File: config.mk
export PLATFORM = sky130hd
export DESIGN_NAME = vec_irq_ctrl
export DESIGN_NICKNAME = d
export VERILOG_FILES = /design/src/rtl/vic_pkg.sv /design/src/rtl/vic_ctrl.sv /design/src/rtl/vic_datapath.sv /design/src/rtl/vec_irq_ctrl.sv
export SDC_FILE = /design/constraint.sdc
export NUM_CORES = 1
export LEC_CHECK = 0
export BUFFER_PORTS_ARGS = -buffer_cell sky130_fd_sc_hd__buf_4
export CORE_MARGIN = 2
export CORE_UTILIZATION = 35
export CTS_BUF_LIST = sky130_fd_sc_hd__clkbuf_4 sky130_fd_sc_hd__clkbuf_8
export DETAILED_ROUTE_END_ITERATION = 10
export GPL_ROUTABILITY_DRIVEN = 0
export GPL_TIMING_DRIVEN = 0
export PLACE_DENSITY = 0.88
export SLEW_MARGIN = 15
export SYNTH_ARGS = -nofsm -noshare
export SYNTH_HDL_FRONTEND = slang
export SYNTH_SLANG_ARGS = --single-unit
File: constraint.sdc
create_clock -name clk -period 1.75 [get_ports clk]
set_input_delay 0.0875 -clock clk [delete_from_list [all_inputs] [get_ports clk]]
set_output_delay 0.0875 -clock clk [all_outputs]
set_load 0.005 [all_outputs]
File: src/rtl/vic_pkg.sv
package vic_pkg;
  typedef struct packed {
    logic take;
    logic irqAtBoot;
    logic rstAtBoot;
  } vicStrobe_t;
endpackage

File: src/rtl/vic_ctrl.sv
module vic_ctrl
  import vic_pkg::*;
#(
  parameter int AW = 16,
  parameter logic [AW-1:0] BOOT_BASE = 16'hE000
) (
  input  logic          clk,
  input  logic          rstN,
  input  logic          anyPend,
  input  logic [AW-1:0] pc,
  input  logic          lockApp,
  input  logic          lockBoot,
  input  logic          ivSel,
  input  logic          rstToBoot,
  input  logic          gieSet,
  input  logic          gieClr,
  input  logic          retStrobe,
  output vicStrobe_t    strb,
  output logic          gieOut
);
  logic gieQ;
  logic inBoot;
  logic blocked;
  logic takeNow;

  assign inBoot  = (pc >= BOOT_BASE);
  assign blocked = (lockApp && !inBoot) || (lockBoot && inBoot);
  assign takeNow = rstN && gieQ && anyPend && !blocked;

  always_ff @(posedge clk or negedge rstN) begin
    if (!rstN) begin
      gieQ <= 1'b0;
    end else if (takeNow) begin
      gieQ <= 1'b0;
    end else if (retStrobe || gieSet) begin
      gieQ <= 1'b1;
    end else if (gieClr) begin
      gieQ <= 1'b0;
    end
  end

  always_comb begin
    strb.take      = takeNow;
    strb.irqAtBoot = ivSel;
    strb.rstAtBoot = rstToBoot;
  end

  assign gieOut = gieQ;
endmodule

File: src/rtl/vic_datapath.sv
module vic_datapath
  import vic_pkg::*;
#(
  parameter int N_SRC = 8,
  parameter int AW = 16,
  parameter logic [AW-1:0] BOOT_BASE = 16'hE000
) (
  input  logic [N_SRC-1:0] irqReq,
  input  logic [N_SRC-1:0] irqEn,
  input  vicStrobe_t       strb,
  output logic             anyPend,
  output logic [N_SRC-1:0] irqAck,
  output logic [AW-1:0]    vecAddr
);
  localparam int IDX_W = (N_SRC > 1) ? $clog2(N_SRC) : 1;

  logic [N_SRC-1:0] pend;
  logic [IDX_W-1:0] win;
  logic [AW-1:0]    irqBase;
  logic [AW-1:0]    rstVec;
  logic [AW-1:0]    slotOff;

  assign pend    = irqReq & irqEn;
  assign anyPend = |pend;

  always_comb begin
    win = '0;
    for (int i = N_SRC - 1; i >= 0; i--) begin
      if (pend[i]) win = IDX_W'(i);
    end
  end

  for (genvar g = 0; g < N_SRC; g++) begin : g_ack
    assign irqAck[g] = strb.take && (win == IDX_W'(g));
  end

  assign irqBase = strb.irqAtBoot ? BOOT_BASE : '0;
  assign rstVec  = strb.rstAtBoot ? BOOT_BASE : '0;
  assign slotOff = (AW'(win) + AW'(1)) << 1;
  assign vecAddr = strb.take ? (irqBase + slotOff) : rstVec;
endmodule

File: src/rtl/vec_irq_ctrl.sv
module vec_irq_ctrl
  import vic_pkg::*;
#(
  parameter int N_SRC = 8,
  parameter int AW = 16,
  parameter logic [AW-1:0] BOOT_BASE = 16'hE000
) (
  input  logic             clk,
  input  logic             rstN,
  input  logic [N_SRC-1:0] irqReq,
  input  logic [N_SRC-1:0] irqEn,
  input  logic             ivSel,
  input  logic             rstToBoot,
  input  logic [AW-1:0]    pc,
  input  logic             lockApp,
  input  logic             lockBoot,
  input  logic             gieSet,
  input  logic             gieClr,
  input  logic             retStrobe,
  output logic             takeIrq,
  output logic [AW-1:0]    vecAddr,
  output logic [N_SRC-1:0] irqAck,
  output logic             gieOut
);
  vicStrobe_t strb;
  logic       anyPend;

  vic_ctrl #(.AW(AW), .BOOT_BASE(BOOT_BASE)) u_ctrl (
    .clk(clk), .rstN(rstN), .anyPend(anyPend), .pc(pc),
    .lockApp(lockApp), .lockBoot(lockBoot), .ivSel(ivSel),
    .rstToBoot(rstToBoot), .gieSet(gieSet), .gieClr(gieClr),
    .retStrobe(retStrobe), .strb(strb), .gieOut(gieOut)
  );

  vic_datapath #(.N_SRC(N_SRC), .AW(AW), .BOOT_BASE(BOOT_BASE)) u_dp (
    .irqReq(irqReq), .irqEn(irqEn), .strb(strb),
    .anyPend(anyPend), .irqAck(irqAck), .vecAddr(vecAddr)
  );

  assign takeIrq = strb.take;
endmodule

==> impl_metrics.env, run 1 <==
export IMPL_status="finished clean"
export IMPL_avgViaCountPerCell=4.59
export IMPL_fillerInstances=124
export IMPL_maxCapViolCount=0
export IMPL_maxSlewViolCount=0
export IMPL_leakage_nw=0.492
export IMPL_synth_cells=66
export IMPL_final_wl_um=1340
export IMPL_hold_path_class="in -> reg"
export IMPL_critical_path_max_fanout=3
export IMPL_detailedPlacementHpwl_um=1250
export IMPL_grt_pass1_wl_um=2320
export IMPL_floorplan_die_height_um=42.3
export IMPL_fin_worst_skew_ps=0
export IMPL_setup_viol=0
export IMPL_synth_async_reset_ratio=1.00
export IMPL_layout_cells_most_common_list="buf_4 (55), conb_1 (9), and2_1 (8)"
export IMPL_power_density_cell_area_nw_per_um2=257
export IMPL_routed_wire_length_per_instance_um=10.0
export IMPL_post_dp_cell_area_um2=892
export IMPL_clkSlewWorstSetupHoldPaths_ps=0
export IMPL_mappedNetlistArea_um2=513
export IMPL_synth_enable_flop_cells=0
export IMPL_report_final_hold_viol_count=0
export IMPL_initial_utilization=0.385
export IMPL_hold_worst_slack_ps=312
export IMPL_detailedRoute_firstIterationViolations=3
export IMPL_routed_via_count=615
export IMPL_core_region_area_um2=1330
export IMPL_worst_setup_path_start_kind="input port"
export IMPL_nNetsFinal=166
export IMPL_setup_total_negative_slack_ps=0
export IMPL_setup_worst_path_class="in -> out"
export IMPL_post_synth_top_area_cell="buf_4"
export IMPL_area_delta_synth_final_pct=75.9
export IMPL_rsz0062_at_grt="false"
export IMPL_largest_net_degree_at_the_start_of_global_routing=9
export IMPL_yosys_most_used_dff="dfrtp_1"
export IMPL_drt_pass1_iter_count=4
export IMPL_synthDistinctLibCells=30
export IMPL_ys_warn_count=0
export IMPL_largest_register_ff_count=1
export IMPL_clkLatencyLatePin_ps=0
export IMPL_post_route_min_period_ps=1560
export IMPL_fmaxAchievable_mhz=641
export IMPL_drt_antenna_violating_nets=0
export IMPL_io_pin_count=67
export IMPL_detail_route_drc_violations=0
export IMPL_peakVddDrop_mv=0.173
export IMPL_first_global_vias=553
export IMPL_gr_total_overflow=0
export IMPL_diodes=0
export IMPL_die_area_um2=1790
export IMPL_crit_path_end_kind="output pin"
export IMPL_grt_use_total=0.153
export IMPL_chipWidth_um=42.3
export IMPL_mean_cell_area_of_the_mapped_netlist_um2=7.77
export IMPL_synthDominantCellAreaShare=0.161
export IMPL_timing_final_crit_share=0.892
export IMPL_synth_seq_cells=1
export IMPL_worst_endpoint_arrival_ps=1470
export IMPL_final_instance_area_um2=902
export IMPL_ys_seq_area_frac=0.0488
export IMPL_cp_required_ps=1660
export IMPL_std_cell_rows=13
export IMPL_buffer_ports_inserted=44
export IMPL_synthTopCellsByArea="buf_4 (16%), and2_1 (9.8%), ha_1 (9.8%), o2111ai_4 (5.1%), a22o_1 (5.1%)"
export IMPL_initial_antenna_violation_count=0
export IMPL_fraction_of_final_layout_cells_with_drive_strength_greater_than_1=0.571
export IMPL_layout_commonest_cell="buf_4"
-- cells in the mapped netlist (2+ instances only) --
library cell  number
buf_4             11
nor3_2             2
and2_2             2
inv_1              4
nor2_1             5
and2_1             8
nand2_1            4
ha_1               4
or2_1              2
a22oi_2            2
a22o_1             3
-- timing repair --
item / in CTS / in global routing
setup endpoints to repair: 0 / 0
buffers inserted: 0 / 0
gates resized for setup: 0 / 0
endpoints found under the hold margin: 1 / 0
hold buffers: 1 / 0
-- layout make-up --
type                            count  area, um2  share of cell area
Sequential cell                     1       25.0              0.0277
Inverter                            5       18.8              0.0208
Multi-Input combinational cell     57        417               0.462
Tap cell                           15       18.8              0.0208
Timing Repair Buffer               45        340               0.377
Buffer                             11       82.6              0.0915
-- per-stage QoR --
step                setup WS, ps   util  total power [mW]  instances
detailed placement           178  0.669             0.231        133
global route                86.9  0.676             0.255        134
CTS                          178  0.676             0.233        134
floorplan                    426      -             0.134         74
finish                       189  0.676             0.232        134
global placement             179  0.669             0.224        133
-- worst paths after layout --
| kind | start | endpoint | slack (ps) | cells past startpoint |
|---|---|---|---|---|
| min in group asynchronous | rstN | u_ctrl.gieOut$_DFFE_PN0P_ | 420 | 2 |
| max | irqReq[4] | vecAddr[3] | 190 | 9 |
| min | gieSet | u_ctrl.gieOut$_DFFE_PN0P_ | 310 | 3 |
| max reg2reg | u_ctrl.gieOut$_DFFE_PN0P_ | u_ctrl.gieOut$_DFFE_PN0P_ | 690 | 3 |
| max in group asynchronous | rstN | u_ctrl.gieOut$_DFFE_PN0P_ | 1230 | 2 |
| min reg2reg | u_ctrl.gieOut$_DFFE_PN0P_ | u_ctrl.gieOut$_DFFE_PN0P_ | 600 | 2 |
-- critical path, cell delays in order --
cell,delay (ps)
buf_4,110
a22o_1,270
o21ai_1,110
and2_2,180
inv_2,50
nor2_1,150
ha_1,250
and2_1,130
buf_4,130
-- cells by family (layout without fill, tap and decap cells) --
logic type,after synthesis,count (layout),share of synthesized area
buf+inv,16,61,0.198
fa+ha+maj,4,4,0.0976
simple gates,29,29,0.337
compound gates,14,14,0.283
mux,1,1,0.0293
other cells,1,9,0.00731
flops,1,1,0.0488
-- metal layers --
| layer | share of wire | GRT usage |
|---|---|---|
| met5 | 0 | 0 |
| met4 | 0 | 0 |
| met3 | 0.11 | 0.0216 |
| met2 | 0.58 | 0.338 |
| met1 | 0.31 | 0.152 |
-- where the power goes --
| part | internal, mW | switching (mW) |
|---|---|---|
| Clock | 0 | 0 |
| Sequential | 0.0261 | 0.00331 |
| Combinational | 0.118 | 0.0843 |
(Power assumes the default switching activity.)
==> run 2, diff against run 1 <==
- GPL_TIMING_DRIVEN: 0 -> unset
- REMOVE_ABC_BUFFERS: unset -> 1
==> impl_metrics.env, run 2 (synthesis results as in run 1) <==
export IMPL_worst_hold_path_num_cells=3
export IMPL_io_pin_count=67
export IMPL_leakage_nw=0.444
export IMPL_core_region_area_um2=1330
export IMPL_std_cell_rows=13
export IMPL_initial_antenna_violation_count=0
export IMPL_largest_net_degree_at_the_start_of_global_routing=9
export IMPL_avgViaCountPerCell=4.61
export IMPL_die_area_um2=1790
export IMPL_first_global_vias=584
export IMPL_maxSlewViolCount=0
export IMPL_timing_hold_worst_endpoint="u_ctrl.gieOut$_DFFE_PN0P_"
export IMPL_worst_endpoint_arrival_ps=1550
export IMPL_rsz0062_at_grt="false"
export IMPL_fraction_of_final_layout_cells_with_drive_strength_greater_than_1=0.536
export IMPL_maxCapViolCount=0
export IMPL_gr_total_overflow=0
export IMPL_report_final_hold_viol_count=0
export IMPL_detailedPlacementHpwl_um=1180
export IMPL_nNetsFinal=157
export IMPL_setup_worst_path_class="in -> out"
export IMPL_regToRegStartpoint="u_ctrl.gieOut$_DFFE_PN0P_"
export IMPL_buffer_ports_inserted=44
export IMPL_clkSlewWorstSetupHoldPaths_ps=0
export IMPL_area_delta_synth_final_pct=62.7
export IMPL_hold_path_class="in -> reg"
export IMPL_fillerInstances=123
export IMPL_layout_cells_most_common_list="buf_4 (46), conb_1 (9), and2_1 (8)"
export IMPL_initial_utilization=0.385
export IMPL_grt_use_total=0.154
export IMPL_post_layout_total_power_uw=215
export IMPL_setup_total_negative_slack_ps=0
export IMPL_timing_final_crit_share=0.935
export IMPL_fmaxAchievable_mhz=611
export IMPL_regToRegEndpoint="u_ctrl.gieOut$_DFFE_PN0P_"
export IMPL_post_route_min_period_ps=1640
export IMPL_cp_required_ps=1660
export IMPL_largest_register_ff_count=1
export IMPL_grt_pass1_wl_um=2370
export IMPL_fin_worst_skew_ps=0
export IMPL_drt_pass1_iter_count=3
export IMPL_detail_route_drc_violations=0
export IMPL_routed_wire_length_per_instance_um=10.4
export IMPL_drt_antenna_violating_nets=0
export IMPL_worst_setup_path_start_kind="input port"
export IMPL_critical_path_max_fanout=5
export IMPL_power_density_cell_area_nw_per_um2=258
export IMPL_setup_viol=0
export IMPL_clkLatencyLatePin_ps=0
export IMPL_worst_hold_startpoint="gieSet"
export IMPL_peakVddDrop_mv=0.150
export IMPL_layout_commonest_cell="buf_4"
export IMPL_crit_path_end_kind="output pin"
export IMPL_floorplan_die_height_um=42.3
export IMPL_chipWidth_um=42.3
export IMPL_routed_via_count=576
export IMPL_detailedRoute_firstIterationViolations=2
export IMPL_layout_core_utilization=0.626
export IMPL_status="finished clean"
export IMPL_diodes=0
export IMPL_setup_reg_to_reg_worst_slack_ps=670
export IMPL_final_wl_um=1310
export IMPL_r2r_cells=4
export IMPL_timing_critical_path_from="rstN"
[run 2: repair_timing]
item                                    in CTS  in global routing
endpoints found under the setup margin       0                  3
hold buffers                                 1                  0
setup buffers                                0                  2
hold endpoints to repair                     1                  0
gates resized for setup                      0                  0
[run 2: how the worst max path moves through the flow]
stage / endpoint / slack [ps] / cells past startpoint
global placement: vecAddr[3] / 160 / 9
CTS: vecAddr[15] / 50 / 6
global route: vecAddr[3] / 40 / 9
finish: vecAddr[15] / 110 / 6
detailed placement: vecAddr[3] / 120 / 9
floorplan: vecAddr[3] / 490 / 7
[run 2: critical path, stage by stage]
cell and delay, ps:
dlygate4sd3_1 530, buf_4 120, o2111ai_4 130, a21oi_4 210, mux2_4 330, buf_4 140
[run 2: power breakdown]
part,internal [mW],leakage (nW),switching [mW]
Combinational,0.105,0.433,0.0809
Sequential,0.0261,0.0106,0.00332
Clock,0,0,0
[run 2: area by class of cell]
| class | count | area, um2 | share of cell area |
|---|---|---|---|
| inverter | 5 | 18.8 | 0.0225 |
| multi-input combinational | 57 | 417 | 0.499 |
| sequential | 1 | 25.0 | 0.0300 |
| tap | 15 | 18.8 | 0.0225 |
| timing repair buffer | 47 | 355 | 0.426 |
[run 2: per-stage QoR]
step,cells,setup slack (ps),hold slack (ps),area (um2)
after CTS,123,48.8,326,820
after floorplan,63,493,-208,460
after global routing,125,43.6,359,835
after detailed placement,122,122,-120,810
after global placement,122,160,-122,810
final,125,113,320,835
[run 2: layer usage]
layer	global-route usage	wire, um	vias up
li1	-	-	296
met2	0.311	715	36
met4	0	0	0
met1	0.180	455	244
met3	0.0172	134	0
met5	0	0	-
==> run 3, diff against run 2 <==
- BUFFER_PORTS_ARGS: -buffer_cell sky130_fd_sc_hd__buf_4 -> -buffer_cell sky130_fd_sc_hd__buf_2
==> impl_metrics.env, run 3 (synthesis results as in run 1) <==
export IMPL_avgViaCountPerCell=4.75
export IMPL_routed_wire_length_per_instance_um=10.0
export IMPL_routed_wl_met2_um=675
export IMPL_critical_path_max_fanout=5
export IMPL_setup_worst_path_class="in -> out"
export IMPL_io_pin_count=67
export IMPL_std_cell_rows=13
export IMPL_largest_net_degree_at_the_start_of_global_routing=9
export IMPL_nNetsFinal=158
export IMPL_layout_commonest_cell="buf_2"
export IMPL_gr_total_overflow=0
export IMPL_worst_setup_path_start_kind="input port"
export IMPL_grt_use_total=0.148
export IMPL_rsz0062_at_grt="false"
export IMPL_initial_utilization=0.385
export IMPL_setup_total_negative_slack_ps=0
export IMPL_chipWidth_um=42.3
export IMPL_routed_wl_met3_um=131
export IMPL_setup_viol=0
export IMPL_worst_endpoint_arrival_ps=1570
export IMPL_timing_final_crit_share=0.949
export IMPL_final_wl_um=1260
export IMPL_fin_worst_skew_ps=0
export IMPL_diodes=0
export IMPL_final_setup_worst_slack_ps=89.1
export IMPL_routed_via_count=598
export IMPL_clkSlewWorstSetupHoldPaths_ps=0
export IMPL_fillerInstances=134
export IMPL_cp_required_ps=1660
export IMPL_report_final_hold_viol_count=0
export IMPL_grt_pass1_wl_um=2240
export IMPL_floorplan_die_height_um=42.3
export IMPL_met1Wirelength_um=455
export IMPL_fmaxAchievable_mhz=602
export IMPL_core_region_area_um2=1330
export IMPL_crit_path_end_kind="output pin"
export IMPL_detailedPlacementHpwl_um=1170
export IMPL_buffer_ports_inserted=44
export IMPL_leakage_nw=0.422
export IMPL_die_area_um2=1790
export IMPL_power_density_cell_area_nw_per_um2=262
export IMPL_drt_pass1_iter_count=2
export IMPL_maxCapViolCount=0
export IMPL_status="finished clean"
export IMPL_post_route_min_period_ps=1660
export IMPL_first_global_vias=573
export IMPL_cts_resized_gates=0
export IMPL_dr_top_layer="met3"
export IMPL_detail_route_drc_violations=0
export IMPL_largest_register_ff_count=1
export IMPL_peakVddDrop_mv=0.146
export IMPL_drt_antenna_violating_nets=0
export IMPL_layout_cells_most_common_list="buf_2 (44), conb_1 (9), and2_1 (8)"
export IMPL_detailedPlace_worstSlack_ps=157
export IMPL_detailedRoute_firstIterationViolations=2
export IMPL_hold_path_class="in -> reg"
export IMPL_clkLatencyLatePin_ps=0
export IMPL_area_delta_synth_final_pct=42.7
export IMPL_fraction_of_final_layout_cells_with_drive_strength_greater_than_1=0.541
export IMPL_initial_antenna_violation_count=0
export IMPL_maxSlewViolCount=0
-- run 3: cell types whose count changed in the layout (fill, tap and decap cells not counted) --
cell,before,now
buf_4,46,3
buf_2,0,44
-- run 3: routing by layer --
layer  track usage  vias to the layer above
met1         0.165                      258
met4        0.0125                        0
li1              -                      302
met2         0.298                       38
met3        0.0216                        0
met5             0                        -
-- run 3: worst paths after layout --
check,slack [ps],end,startpoint,cells past startpoint
max,90,vecAddr[13],rstN,6
min,310,u_ctrl.gieOut$_DFFE_PN0P_,gieSet,3
max reg2reg,640,u_ctrl.gieOut$_DFFE_PN0P_,u_ctrl.gieOut$_DFFE_PN0P_,4
min reg2reg,590,u_ctrl.gieOut$_DFFE_PN0P_,u_ctrl.gieOut$_DFFE_PN0P_,2
max in group asynchronous,1220,u_ctrl.gieOut$_DFFE_PN0P_,rstN,2
min in group asynchronous,430,u_ctrl.gieOut$_DFFE_PN0P_,rstN,2
-- run 3: per-stage QoR --
step	instances	area [um2]	power (mW)	hold WS (ps)	utilization
5_1_grt	126	732	0.214	335	0.549
3_3_place_gp	122	699	0.176	-115	0.524
2_1_floorplan	63	460	0.114	-208	-
3_5_place_dp	122	699	0.184	-114	0.524
6_report	126	732	0.192	312	0.549
4_1_cts	123	709	0.186	317	0.532
-- run 3: report_power, final --
group	internal, mW	leakage, nW	switching (mW)	total [mW]
Clock	0	0	0	0
Sequential	0.0261	0.0106	0.00313	0.0292
Combinational	0.0807	0.412	0.0819	0.163
Total	0.107	0.422	0.0851	0.192
-- run 3: what timing repair did --
action,in CTS,in global routing
hold endpoints to repair,1,0
endpoints found under the setup margin,0,3
hold buffers,1,0
setup buffers,0,3
-- run 3: final cells by class --
class	instances	area (um2)	area share
Inverter	5	18.8	0.0256
Multi-Input combinational cell	57	417	0.569
Sequential cell	1	25.0	0.0342
Tap cell	15	18.8	0.0256
Timing Repair Buffer	48	253	0.345
-- run 3: critical path, stage by stage --
cell and delay [ps]:
dlygate4sd3_1 520, buf_2 130, o2111ai_4 150, a21oi_4 220, mux2_4 330, buf_2 130
